--- src/rtl/flash_eng_pkg.sv ---
// Shared state encoding and flash command constants for the program engine.
package flash_eng_pkg;
    typedef enum logic [2:0] {
        ST_IDLE, ST_WRITE, ST_GAP, ST_POLL_RD, ST_POLL_CAP, ST_VER_RD, ST_VER_CAP
    } eng_state_t;

    localparam logic [11:0] UNLOCK_A1 = 12'h555;
    localparam logic [11:0] UNLOCK_A2 = 12'h2AA;
    localparam logic [7:0]  KEY_FIRST  = 8'hAA;
    localparam logic [7:0]  KEY_SECOND = 8'h55;
    localparam logic [7:0]  CMD_WORD   = 8'hA0;
    localparam logic [7:0]  CMD_ESETUP = 8'h80;
    localparam logic [7:0]  CMD_SECTOR = 8'h50;
endpackage

--- src/rtl/flash_cmd_seq.sv ---
// Command cycle generator: maps a cycle index and the operation kind to the
// address/data of that bus write. Assumes idx stays within the sequence length.
module flash_cmd_seq
    import flash_eng_pkg::*;
#(
    parameter int ADDR_W = 20,
    parameter int DATA_W = 16
) (
    input  logic [2:0]        idx,
    input  logic              erase,
    input  logic [ADDR_W-1:0] tgt_addr,
    input  logic [DATA_W-1:0] tgt_data,
    output logic [ADDR_W-1:0] cyc_addr,
    output logic [DATA_W-1:0] cyc_data,
    output logic              cyc_last
);
    // Select the address/data pair of the current write cycle.
    always_comb begin
        cyc_addr = ADDR_W'(UNLOCK_A1);
        cyc_data = DATA_W'(KEY_FIRST);
        case (idx)
            3'd0: ;
            3'd1: begin
                cyc_addr = ADDR_W'(UNLOCK_A2);
                cyc_data = DATA_W'(KEY_SECOND);
            end
            3'd2: cyc_data = erase ? DATA_W'(CMD_ESETUP) : DATA_W'(CMD_WORD);
            3'd3: begin
                if (!erase) begin
                    cyc_addr = tgt_addr;
                    cyc_data = tgt_data;
                end
            end
            3'd4: begin
                cyc_addr = ADDR_W'(UNLOCK_A2);
                cyc_data = DATA_W'(KEY_SECOND);
            end
            default: begin
                cyc_addr = tgt_addr;
                cyc_data = DATA_W'(CMD_SECTOR);
            end
        endcase
    end

    // Flag the final cycle of the chosen sequence.
    always_comb cyc_last = erase ? (idx == 3'd5) : (idx == 3'd3);
endmodule

--- src/rtl/flash_poll_timer.sv ---
// Saturating up-counter with a compare: hit is high once count >= limit.
// Counting restarts from zero in any cycle where clr is high.
module flash_poll_timer #(
    parameter int CNT_W = 8
) (
    input  logic             clk,
    input  logic             rst_n,
    input  logic             clr,
    input  logic [CNT_W-1:0] limit,
    output logic             hit
);
    logic [CNT_W-1:0] cnt;

    // Count cycles since the last clear, stopping at the limit.
    always_ff @(posedge clk) begin
        if (!rst_n || clr) cnt <= '0;
        else if (!hit)     cnt <= cnt + 1'b1;
    end

    always_comb hit = (cnt >= limit);
endmodule

--- src/rtl/flash_prog_engine.sv ---
// Host-side flash word-write / sector-erase engine. Accepts one request while
// idle, drives the unlock and command writes, polls the toggle bit, verifies the
// result with up to two rereads, and reports done/fail. Assumes read data arrives
// on bus_rdata the cycle after bus_rd, and POLL_GAP >= 1.
module flash_prog_engine
    import flash_eng_pkg::*;
#(
    parameter int ADDR_W    = 20,
    parameter int DATA_W    = 16,
    parameter int POLL_GAP  = 4,
    parameter int PROG_TMO  = 8000,
    parameter int ERASE_TMO = 8000000,
    parameter int STAT_BIT  = 6
) (
    input  logic              clk,
    input  logic              rst_n,
    input  logic              req_valid,
    output logic              req_ready,
    input  logic              req_erase,
    input  logic [ADDR_W-1:0] req_addr,
    input  logic [DATA_W-1:0] req_data,
    output logic              done,
    output logic              fail,
    output logic              bus_wr,
    output logic              bus_rd,
    output logic [ADDR_W-1:0] bus_addr,
    output logic [DATA_W-1:0] bus_wdata,
    input  logic [DATA_W-1:0] bus_rdata
);
    localparam int TMO_MAX = (ERASE_TMO > PROG_TMO) ? ERASE_TMO : PROG_TMO;
    localparam int TMO_W   = $clog2(TMO_MAX + 1);
    localparam int GAP_W   = $clog2(POLL_GAP + 1);

    eng_state_t        state;
    logic [2:0]        idx;
    logic              op_erase;
    logic [ADDR_W-1:0] op_addr;
    logic [DATA_W-1:0] op_data;
    logic              prev_bit;
    logic              have_prev;
    logic              bad_once;
    logic [ADDR_W-1:0] seq_addr;
    logic [DATA_W-1:0] seq_data;
    logic              seq_last;
    logic              gap_hit;
    logic              tmo_hit;
    logic [DATA_W-1:0] expect_word;
    logic              rd_match;

    flash_cmd_seq #(.ADDR_W(ADDR_W), .DATA_W(DATA_W)) u_seq (
        .idx(idx), .erase(op_erase), .tgt_addr(op_addr), .tgt_data(op_data),
        .cyc_addr(seq_addr), .cyc_data(seq_data), .cyc_last(seq_last)
    );

    flash_poll_timer #(.CNT_W(GAP_W)) u_gap (
        .clk(clk), .rst_n(rst_n), .clr(state != ST_GAP),
        .limit(GAP_W'(POLL_GAP - 1)), .hit(gap_hit)
    );

    flash_poll_timer #(.CNT_W(TMO_W)) u_tmo (
        .clk(clk), .rst_n(rst_n), .clr(state == ST_IDLE),
        .limit(op_erase ? TMO_W'(ERASE_TMO) : TMO_W'(PROG_TMO)), .hit(tmo_hit)
    );

    // Expected settled word and comparison against the returned read.
    always_comb begin
        expect_word = op_erase ? '1 : op_data;
        rd_match    = (bus_rdata == expect_word);
    end

    // Bus and handshake outputs decoded from the state.
    always_comb begin
        req_ready = (state == ST_IDLE);
        bus_wr    = (state == ST_WRITE);
        bus_rd    = (state == ST_POLL_RD) || (state == ST_VER_RD);
        bus_addr  = (state == ST_WRITE) ? seq_addr : op_addr;
        bus_wdata = (state == ST_WRITE) ? seq_data : '0;
    end

    // Main sequencing: command writes, toggle polling, verification, result.
    always_ff @(posedge clk) begin
        if (!rst_n) begin
            state     <= ST_IDLE;
            idx       <= '0;
            op_erase  <= 1'b0;
            op_addr   <= '0;
            op_data   <= '0;
            prev_bit  <= 1'b0;
            have_prev <= 1'b0;
            bad_once  <= 1'b0;
            done      <= 1'b0;
            fail      <= 1'b0;
        end else begin
            done <= 1'b0;
            case (state)
                ST_IDLE: begin
                    if (req_valid) begin
                        op_erase  <= req_erase;
                        op_addr   <= req_addr;
                        op_data   <= req_data;
                        idx       <= '0;
                        have_prev <= 1'b0;
                        state     <= ST_WRITE;
                    end
                end
                ST_WRITE: begin
                    idx <= idx + 3'd1;
                    if (seq_last) state <= ST_GAP;
                end
                ST_GAP:     if (gap_hit) state <= ST_POLL_RD;
                ST_POLL_RD: state <= ST_POLL_CAP;
                ST_POLL_CAP: begin
                    if (have_prev && (bus_rdata[STAT_BIT] == prev_bit)) begin
                        if (rd_match) begin
                            fail  <= 1'b0;
                            done  <= 1'b1;
                            state <= ST_IDLE;
                        end else begin
                            bad_once <= 1'b0;
                            state    <= ST_VER_RD;
                        end
                    end else if (tmo_hit) begin
                        fail  <= 1'b1;
                        done  <= 1'b1;
                        state <= ST_IDLE;
                    end else begin
                        prev_bit  <= bus_rdata[STAT_BIT];
                        have_prev <= 1'b1;
                        state     <= ST_GAP;
                    end
                end
                ST_VER_RD: state <= ST_VER_CAP;
                ST_VER_CAP: begin
                    if (rd_match || bad_once) begin
                        fail  <= !rd_match;
                        done  <= 1'b1;
                        state <= ST_IDLE;
                    end else begin
                        bad_once <= 1'b1;
                        state    <= ST_VER_RD;
                    end
                end
                default: state <= ST_IDLE;
            endcase
        end
    end
endmodule

--- config.mk ---
export PLATFORM = sky130hd
export DESIGN_NAME = flash_prog_engine
export DESIGN_NICKNAME = d
export VERILOG_FILES = /design/src/rtl/flash_eng_pkg.sv /design/src/rtl/flash_cmd_seq.sv /design/src/rtl/flash_poll_timer.sv /design/src/rtl/flash_prog_engine.sv
export SDC_FILE = /design/constraint.sdc
export NUM_CORES = 1
export LEC_CHECK = 0
export BUFFER_PORTS_ARGS = -buffer_cell sky130_fd_sc_hd__buf_2
export CAP_MARGIN = 20
export CORE_UTILIZATION = 40
export CTS_BUF_LIST = sky130_fd_sc_hd__clkbuf_8
export DETAILED_ROUTE_END_ITERATION = 7
export PLACE_DENSITY = 0.75
export SLEW_MARGIN = 20
export SYNTH_ARGS = -nofsm -noshare
export SYNTH_HDL_FRONTEND = slang
export SYNTH_SLANG_ARGS = --single-unit
--- constraint.sdc ---
create_clock -name clk -period 2.55 [get_ports clk]
set_clock_uncertainty 0.2 [all_clocks]
set_input_delay 0.765 -clock clk [delete_from_list [all_inputs] [get_ports clk]]
set_output_delay 0.765 -clock clk [all_outputs]
set_load 0.01 [all_outputs]
; Word level (Yosys, flattened, before mapping)
; Index checks and enable logic that the tools add are counted.
[totals]
register_bits = 74
latchBits = 0
ram_bits = 0
romBits = 0
output_inout_bits = 41
wordCells = 103
mem_count = 0
[classes]
addsub = 3
n_mul = 0
div_mod_pow = 0
magnitude_cmp = 2
eq_ne = 25
shifts = 0
n_mux = 38
bitwise_logic = 2
reduce_logical = 21
[ops]
columns = cell, n
row1 = $pmux W16 S4, 1
row2 = $pmux W20 S3, 1
row3 = $mux W16, 3
row4 = $mux W20, 2
row5 = $add A23 B1 Y23 const B, 1
row6 = $ge A23 B23 Y1, 1
row7 = $mux W23, 1
row8 = $mux W3, 7
row9 = $pmux W3 S7, 1
row10 = $eq A16 B16 Y1, 1
row11 = $ne A2 B2 Y1 const B, 8
row12 = $eq A3 B3 Y1 const B, 5
row13 = $mux W1, 15
row14 = $eq A3 B2 Y1 const B, 4
row15 = $reduce_and A4 Y1, 3
row16 = $pmux W1 S2, 4
row17 = $add A3 B1 Y3 const B, 2
row18 = $eq A3 B1 Y1 const B, 2
row19 = $logic_not A3 Y1, 2
row20 = $mux W6, 1
row21 = $ne A3 B3 Y1 const B, 2
row22 = $pmux W3 S2, 1
row23 = $reduce_and A3 Y1, 2
row24 = $reduce_bool A2 Y1, 3
row25 = other kinds (11), 18

; Logic depth before layout (Yosys ltp)
; Gate-level depths: netlist of the first run.
[depth]
word_depth = 5
depth_mapped = 11

; Modules after synthesis
; A second synthesis of the first run with hierarchy kept.
[unflattened]
hier_cells = 715
area_unflattened_um2 = 5216.3
[modules_own_cells]
columns = module, instances, cells_each, area_per_inst_um2, seq_area_each_um2
row1 = flash_prog_engine, 1, 385, 2730.1, 960.9
row2 = flash_poll_timer (u_tmo), 1, 213, 1727.9, 460.4
row3 = flash_cmd_seq, 1, 95, 553.0, 0.0
row4 = flash_poll_timer (u_gap), 1, 22, 205.2, 60.1

; Least setup slack after synthesis of the first run
; No wires, ideal clock.
[synth_timing]
path_kind = register to output
start = register idx[2]
end = output bus_addr[9]
arrival_ps = 1800
setup_slack_ps = -215
path_stages_with_launch = 9
path_buffers = 3
cell_sequence = dfxtp_1 clkbuf_1 inv_1 ha_1 buf_2 nor2b_1 or2_2 clkbuf_1 a21o_1
[synth_via]
elab_chain_len = 4
word_cells_on_any_way = 9
classes_between = eq/ne (4) / mux (2) / reduce/logical (3)
[synth_lines]
columns = element, line_no
row1 = start: declaration, flash_prog_engine.sv:35  ; logic [2:0] idx;
row2 = start signal: assignment, flash_prog_engine.sv:107  ; idx <= idx + 3'd1;
row3 = $eq A3 B1 Y1 (tied with other cells), flash_cmd_seq.sv:21  ; case (idx)
row4 = $reduce_or A2 Y1 (no source line), -
row5 = $pmux W20 S3 (*), flash_cmd_seq.sv:21
row6 = $mux W20 (*), flash_prog_engine.sv:76  ; bus_addr = (state == ST_WRITE) ? seq_addr : op_addr;
row7 = end: declaration, flash_prog_engine.sv:26  ; output logic [ADDR_W-1:0] bus_addr,
; Mark *: on every way between the ends. The rest lies on a longest branch, timed or not.

; Final worst setup path of the first run
[layout_timing]
start = register idx[0]
end = output bus_addr[1]
; Same word-level chain as after synthesis.

==> results of run 1 <==
[cell type report]
cell class | count | area share (%)
clock buffers | 9 | 1.98
clock inverters | 7 | 0.962
inverters | 17 | 1.20
multi-input cells | 431 | 51.7
flip-flops and latches | 74 | 23.9
well taps | 136 | 2.73
repair buffers | 156 | 17.6
[state kept, by name, indices dropped and copies added (netlist names), 3 cells and up]
name and flops:
state 3, u_tmo.cnt 23, u_gap.cnt 3, op_addr 20
idx 3, op_data 16
[repair_timing]
item,4_1_cts,5_1_grt
cloned,3,0
pin swaps,18,39
gates resized for setup,76,85
setup buffers,14,8
setup endpoints to repair,50,66
[layout by cell type, fill, tap and decap left out, types with 10 or more instances in the layout]
| cell | Yosys | routed |
|---|---|---|
| sky130_fd_sc_hd__nand2_1 | 111 | 109 |
| sky130_fd_sc_hd__buf_2 | 5 | 87 |
| sky130_fd_sc_hd__dfxtp_1 | 74 | 70 |
| sky130_fd_sc_hd__buf_4 | 0 | 40 |
| sky130_fd_sc_hd__nor2_1 | 44 | 38 |
| sky130_fd_sc_hd__a21boi_0 | 38 | 38 |
| sky130_fd_sc_hd__buf_6 | 1 | 26 |
| sky130_fd_sc_hd__xnor2_1 | 22 | 19 |
| sky130_fd_sc_hd__nand3_1 | 19 | 18 |
| sky130_fd_sc_hd__a21o_1 | 13 | 13 |
| sky130_fd_sc_hd__inv_1 | 17 | 12 |
| sky130_fd_sc_hd__a21oi_2 | 0 | 11 |
| sky130_fd_sc_hd__a21oi_1 | 22 | 10 |
| sky130_fd_sc_hd__ha_1 | 18 | 10 |
[kinds of logic after synthesis]
| kind of cell | synth area share, % |
|---|---|
| mux | 1.40 |
| simple gates | 28.4 |
| xor+xnor | 6.14 |
| compound gates | 19.6 |
| buf+inv | 4.62 |
| fa+ha+maj | 5.26 |
| flops | 34.6 |
[where the power goes]
part / switching [mW] / leakage (nW) / total [mW] / internal, mW
Combinational: 1.27 / 1.95 / 2.34 / 1.08
Clock: 0.535 / 0.0848 / 0.905 / 0.370
Sequential: 0.147 / 0.604 / 1.47 / 1.33
Total: 1.95 / 2.64 / 4.72 / 2.77
[Yosys cell counts (2+ instances only)]
library cell	n
sky130_fd_sc_hd__and2_1	18
sky130_fd_sc_hd__mux2i_1	6
sky130_fd_sc_hd__ha_1	18
sky130_fd_sc_hd__a21oi_1	22
sky130_fd_sc_hd__a211o_1	2
sky130_fd_sc_hd__o22ai_1	4
sky130_fd_sc_hd__nand2b_1	2
sky130_fd_sc_hd__a21o_1	13
sky130_fd_sc_hd__nand2_1	111
sky130_fd_sc_hd__a31oi_1	3
sky130_fd_sc_hd__nand3_1	19
sky130_fd_sc_hd__clkbuf_1	19
sky130_fd_sc_hd__xnor2_1	22
sky130_fd_sc_hd__buf_2	5
sky130_fd_sc_hd__o21a_1	2
sky130_fd_sc_hd__o21ai_1	2
sky130_fd_sc_hd__o211a_1	2
sky130_fd_sc_hd__o31ai_1	2
sky130_fd_sc_hd__or4_1	2
sky130_fd_sc_hd__nor3_1	16
sky130_fd_sc_hd__nor3b_1	3
sky130_fd_sc_hd__nor2b_1	4
sky130_fd_sc_hd__nand4_1	3
sky130_fd_sc_hd__and4_1	3
sky130_fd_sc_hd__nor4_1	7
sky130_fd_sc_hd__dfxtp_1	74
sky130_fd_sc_hd__or3_1	10
sky130_fd_sc_hd__buf_1	3
sky130_fd_sc_hd__and3_1	8
sky130_fd_sc_hd__inv_1	17
sky130_fd_sc_hd__a21boi_0	38
sky130_fd_sc_hd__nor2_1	44
sky130_fd_sc_hd__o41ai_1	6
sky130_fd_sc_hd__xor2_1	8
sky130_fd_sc_hd__o21ai_0	15
[through the flow]
stage | area [um^2] | setup TNS, ns
global placement | 5100 | -2.27
finish | 6240 | -11.77
floorplan | 4330 | -0.00942
global route | 6240 | -17.36
CTS | 5750 | -9.80
detailed placement | 5100 | -3.34
[critical path, cell delays in order (launching register included)]
cell and delay (ns):
sky130_fd_sc_hd__dfxtp_4 0.37, sky130_fd_sc_hd__buf_6 0.13, sky130_fd_sc_hd__inv_4 0.05, sky130_fd_sc_hd__ha_4 0.13, sky130_fd_sc_hd__nor2_4 0.04, sky130_fd_sc_hd__a31oi_4 0.15
sky130_fd_sc_hd__o21ai_4 0.08, sky130_fd_sc_hd__or2_4 0.27, sky130_fd_sc_hd__a21o_1 0.18, sky130_fd_sc_hd__buf_2 0.13
[path summary, 6_finish.rpt]
path,start,endpoint,slack (ns),depth (start not counted)
worst max-delay path,idx[0],bus_addr[1],-0.33,9
worst min-delay path,op_addr[0],op_addr[0],0.27,2
worst max register to register,op_erase,u_tmo.cnt[1],-0.20,10
worst min register to register,op_addr[0],op_addr[0],0.27,2
[layer usage]
layer | share of wire (%) | vias to the layer above
met5 | 0 | -
met4 | 2.2 | 0
met3 | 4.8 | 19
met2 | 54 | 124
met1 | 39 | 2167
li1 | - | 2180
==> metrics list, run 1 <==
* Setup repair after global routing missed its margin: yes
- Fill cells in the final layout number 871.
- OpenSTA, run right after detailed placement, puts the worst setup slack at -0.156 ns.
- The die is 105 um wide.
- Worst rel slew slack: 33.9%
- Synthesis produced 549 cells.
* Clock Tree Buf Depth: 2
- Summed over all layers, the global routing overflow is 0.
- Before antenna repair, the detailed router went through 4 iterations.
- Period minus WS final: 2.88 ns
- Counting distinct cell types in the post-synthesis netlist gives 51.
- Layout Nets: 763
- The die is 105 um tall.
- The area growth from synthesis to layout is 45.8%.
- Total detailed-routing wirelength: 13300 um
* Average wire length per cell after detail routing: 16.1 um
- Top-level I/O count: 97
- The sequential cells in the finished layout cover a total of 1490 um^2.
* Util after Layout: 60.2%
- The core region is 10400 um^2.
* Max-slew violations: 0
- Total power density per cell area: 757 nW/um^2
- met2 is the most crowded layer.
* Final weighted congestion of routability-driven global placement: 0.850
* Share of the synthesized area in the top cell type: 34.6%
* Number of rows created at floorplan: 37
- Max-cap violations: 0
* Maximum fanout along the worst path: 7
- I/O Buffers: 96
- Slew @ Worst Pin: 0.989 ns
- Mean instance size in the synthesized netlist: 7.80 um^2
- Global routing used 23.4% of the available tracks.
* CTS Buf Count: 9
* Share of cells above drive strength 1: 39.6%
* Wire length of the first global-routing pass: 20600 um
* Required time worst endpoint: 1.59 ns
* Global Route met2 Usage: 42.9%
- The H-tree generated during clock tree synthesis spans 3 levels.
* Largest net degree at the start of global routing: 38
- Violated checks: setup timing
- For this run, the top clock speed supported by timing is 347 MHz.
* CTS tree: built
- Minimum setup slack in the final design: -0.331 ns
* Hold crit path type: flop to flop
- On the final layout, the worst hold slack is 0.267 ns.
- For this run, global-route usage on met1 was measured as 25.6%.
- Count of synthesis-stage warnings from yosys: 0
* Synthesized netlist net count: 623
* Area occupied by multi-input gates: 3230 um^2
* Most frequently used flop master after synthesis: sky130_fd_sc_hd__dfxtp_1
- For the worst setup path, the data arrival time is 1.92 ns.
- After the flow finishes, the layout carries non-filler instances totaling 830.
- For this block, the initial DRC count from the detailed router was 246.
- Total power for the finished layout comes to 4.72 mW.
- sky130_fd_sc_hd__dfxtp_1 takes more of the synthesized area than any other cell.
- The flow ran to the end, but the final reports show violations.
* Vias in the first global route: 4450
* Clk Latency, worst-skew pair: 0.37 ns
* Kind of end point of the critical path: output pin
- The share of the Yosys chip area taken by registers is 34.6%.
* Number of hold-slack violations in the final timing report: 0
- The die covers 11100 um^2.
- Using the TritonRoute via totals, the vias-per-cell ratio works out to 5.41.
- Once the floorplan was initialized, standard cells occupied 41.3% of the core.
- Number of synthesized register bits: 74
- The analysis attributes to cell leakage a power of 2.64 nW.
* Final setup vio count: 66
- The number of antenna violations at the first check in global routing is 0.
- In the synthesized netlist the async set-or-reset flop fraction comes to 0%.
- After clock tree synthesis, the flow added hold-fix buffers numbering 0.
- Dpl hpwl: 8400 um
* Final ANT Viol Nets: 0
- Worst setup path category: flop to output pin
- Global routing consumed, on the met3 layer, 5.01% of the routing resources.
* Diodes inserted: 0
- The final critical path takes up 113% of the cycle.
- Counting flops with a built-in enable in the synthesized netlist gives 0.
* Peak supply drop: 376 uV
* Clock transition at the register clock pins on the worst setup and hold paths after CTS: 0.09 ns
- Number of clock sinks seen by CTS: 74
* Mapped Area: 4280 um^2
* Total number of vias: 4490
- In the routed design, unresolved DRC markers number 0.
- The worst setup path is launched from a flop.
* Cell at the root of the clock tree: sky130_fd_sc_hd__clkbuf_8
- Post-Place Cells: 790
- Yosys attributes the largest share of cell area to sky130_fd_sc_hd__dfxtp_1, sky130_fd_sc_hd__nand2_1, sky130_fd_sc_hd__a21boi_0.
No activity file was read; power rests on OpenSTA's default activity.
==> inputs of run 2 (changes only) <==
==> constraint.sdc (replaced) <==
create_clock -name clk -period 2.55 [get_ports clk]
set_clock_uncertainty 0.2 [all_clocks]
set_input_delay 0.51 -clock clk [delete_from_list [all_inputs] [get_ports clk]]
set_output_delay 0.51 -clock clk [all_outputs]
set_load 0.01 [all_outputs]
==> metrics list, run 2 (synthesis results as in run 1) <==
- Worst setup path startpoint: state[0]
- The total power draw was 4.77 mW (+0.89%).
* Hold crit path type: primary input to flop
- The number of remaining DRC errors was 0 (unchanged).
- Number of hold-slack violations in the final timing report: 0 (unchanged)
- Minimum setup slack in the final design: -0.0372 ns (+0.294 ns)
- Setup repair after global routing could not meet its margin everywhere.
* Cells along the critical path: inv_2 -> or3_4 -> inv_2 -> o21ai_2 -> or2_4 -> a21o_1 -> buf_2
* Worst path slowest cell: sky130_fd_sc_hd__or3_4
- Violated checks: setup timing
- The critical path is of the flop to output pin type.
- Worst hold path startpoint: req_addr[7]
* Total detailed-routing wirelength: 13300 um (-0.13%)
- I/O Buffers: 96 (unchanged)
- The sum of overflow across all layers after global routing was 0 (unchanged).
- The cell family contributing the most delay on the critical path is simple AND/OR/NAND/NOR gates.
* Number of buffers and inverters on the critical path: 3 (unchanged)
- Avg Vias per Cell: 5.44 (+0.55%)
- Worst rel slew slack: 48.9% (+15 points)
- Peak supply drop: 455 uV (+21%)
* Top-level I/O count: 97 (unchanged)
- Number of antenna violations at the first check in global routing: 1 (+1)
- STA classifies the critical path startpoint as a flop.
- The number of global-route vias before repair is 4252 (-4.4%).
- The biggest fanout along the worst timing path is 7 (unchanged).
- The wire length of the first global-routing pass is 19700 um (-4.8%).
* R2R setup slack: 0.01 ns (+0.21 ns)
* Number of standard cells in the layout, taps in and fillers out: 815 (-1.8%)
* Most flop-heavy register: u_tmo.cnt
- Number of flip-flops under the largest register name: 23 (unchanged)
- Cell area after placement: 5020 um^2 (-1.6%)
- The share of final-layout standard cells stronger than drive strength 1 is 35.9% (-3.7 points).
* Die Span X: 105 um (unchanged)
- The end-of-flow core utilization came to 57.7% (-2.5 points).
- Layout Nets: 748 (-2.0%)
* Average wire length per cell after detail routing: 16.3 um (+1.7%)
* Slew @ Worst Pin: 0.765 ns (-0.224 ns)
- Clock Tree Buf Depth: 2 (unchanged)
- The sink count of the clock tree was 74 (unchanged).
* Post-Place Cells: 777 (-1.6%)
- Area of all placed cells without fillers: 5980 um^2 (-4.2%)
- The power density of the placed cells came to 797 nW/um^2 (+5.3%).
* Kind of end point of the critical path: output pin
* Number of rows created at floorplan: 37 (unchanged)
- H-tree levels: 3 (unchanged)
- Total number of vias: 4433 (-1.3%)
* Growth of design area from synthesis to finish: 39.8%
* Highest achievable clock rate: 387 MHz (+11%)
- Total GRT Usage: 22.0% (-1.4 points)
* Die Span Y: 105 um (unchanged)
* Full die area: 11100 um^2 (unchanged)
- The initial detailed-routing violation count came to 318 (+29%).
- Leakage: 2.55 nW (-3.4%)
- The starting density of the core was 41.3% (unchanged).
- The number of buffers created by CTS was 9 (unchanged).
- TritonCTS built the clock tree.
* Total core area: 10400 um^2 (unchanged)
* Final ANT Viol Nets: 0 (unchanged)
- Clock transition at the register clock pins on the worst setup and hold paths after CTS: 0.08 ns (about the same)
- The weighted congestion at the end of routability-driven global placement was 0.878 (+3.3%).
- Diodes inserted: 0 (unchanged)
- The final number of max-transition violations came to 0 (unchanged).
* Largest net degree at the start of global routing: 36 (-5.3%)
- Period minus WS final: 2.59 ns (-0.294 ns)
* Final sum of negative setup slack: -0.367 ns (+11.40 ns)
- In the final layout, the registers with the most flip-flops are u_tmo.cnt (23), op_addr (20), op_data (16).
- Final setup vio count: 16 (-76%)
- Commonest cells after routing, fill and taps aside: sky130_fd_sc_hd__nand2_1, sky130_fd_sc_hd__buf_2, sky130_fd_sc_hd__dfxtp_1
* Most common library cell in the layout ignoring fill and taps: sky130_fd_sc_hd__nand2_1
- Initial DRT Pass Iterations: 5 (+1)
- Required time worst endpoint: 1.84 ns (+0.25 ns)
- The number of fill cells in the layout was 923 (+6.0%).
- Clk Latency, worst-skew pair: 0.35 ns (-0.02 ns)
- The number of buffers inserted for hold repair after clock tree synthesis is 0 (unchanged).
* Most common cell type on the critical path: sky130_fd_sc_hd__inv_2
- The data arrival time of the critical path came to 1.88 ns (-0.04 ns).
- The max-cap check violation count came to 0 (unchanged).
- Maximum single-stage delay on the critical path: 0.35 ns (-0.02 ns)
* Launch instance of the worst register-to-register path: op_erase
- Share of the clock period used by the worst path: 101% (-12 points)
* Cell at the root of the clock tree: sky130_fd_sc_hd__clkbuf_8
- Status: finished with violations
- The detailed placement HPWL came to 8500 um (+1.3%).
## run 2: changes by cell type in the layout (fill, tap and decap cells not counted), sizes merged
cell      delta
clkinvlp     -3
clkinv       +1
nor2b        -1
bufinv       +2
buf         -16
clkbuf       +5
inv          -3
## run 2: where the power goes
part           switching [mW]  internal [mW]  leakage, nW
logic                    1.21          0.991         1.82
registers               0.163           1.33        0.604
clock network           0.440          0.630        0.119
total                    1.82           2.95         2.55
## run 2: worst reg2reg max path: cells and delay by family (launching register included)
kind / cells / cell delay, ns
adders and majority gates: 1 / 0.31
and+or+nand+nor: 4 / 0.50
DFF: 1 / 0.35
AOI/OAI and AO/OA: 2 / 0.58
xor gates and xnor gates: 1 / 0.15
buffers and inverters: 2 / 0.33
## run 2: layout make-up
type	instances	area, um^2	area share (%)
Timing Repair Buffer	142	981	16.4
Clock buffer	12	165	2.76
Sequential cell	74	1490	24.9
Tap cell	136	170	2.84
Clock inverter	4	72.6	1.21
Multi-Input combinational cell	430	3030	50.7
Inverter	17	71.3	1.19
## run 2: final timing paths
| kind | cells past startpoint | end |
|---|---|---|
| setup / recovery | 7 | bus_addr[3] |
| hold / removal | 3 | op_addr[7] |
| setup reg to reg | 10 | u_tmo.cnt[22] |
| hold reg to reg | 2 | op_addr[5] |
## run 2: per-layer routing
metal	vias up	track usage (%)	part of all wire (%)
met5	-	0	0.11
met4	2	8.95	2.3
met3	28	5.57	6.5
met2	163	38.4	50
met1	2094	25.6	41
li1	2146	-	-
## run 2: through the flow
stage	worst slack (ns)	hold slack, ns
floorplan	0.00685	0.239
global placement	0.0560	0.246
detailed placement	-0.0498	0.258
CTS	-0.0261	0.189
global route	-0.103	0.192
finish	-0.0372	0.202
## run 2: what timing repair did
action	CTS	global route
endpoints found under the setup margin	58	57
buffers inserted	8	9
cloned	1	4
pin swaps	25	21
gates resized for setup	52	66
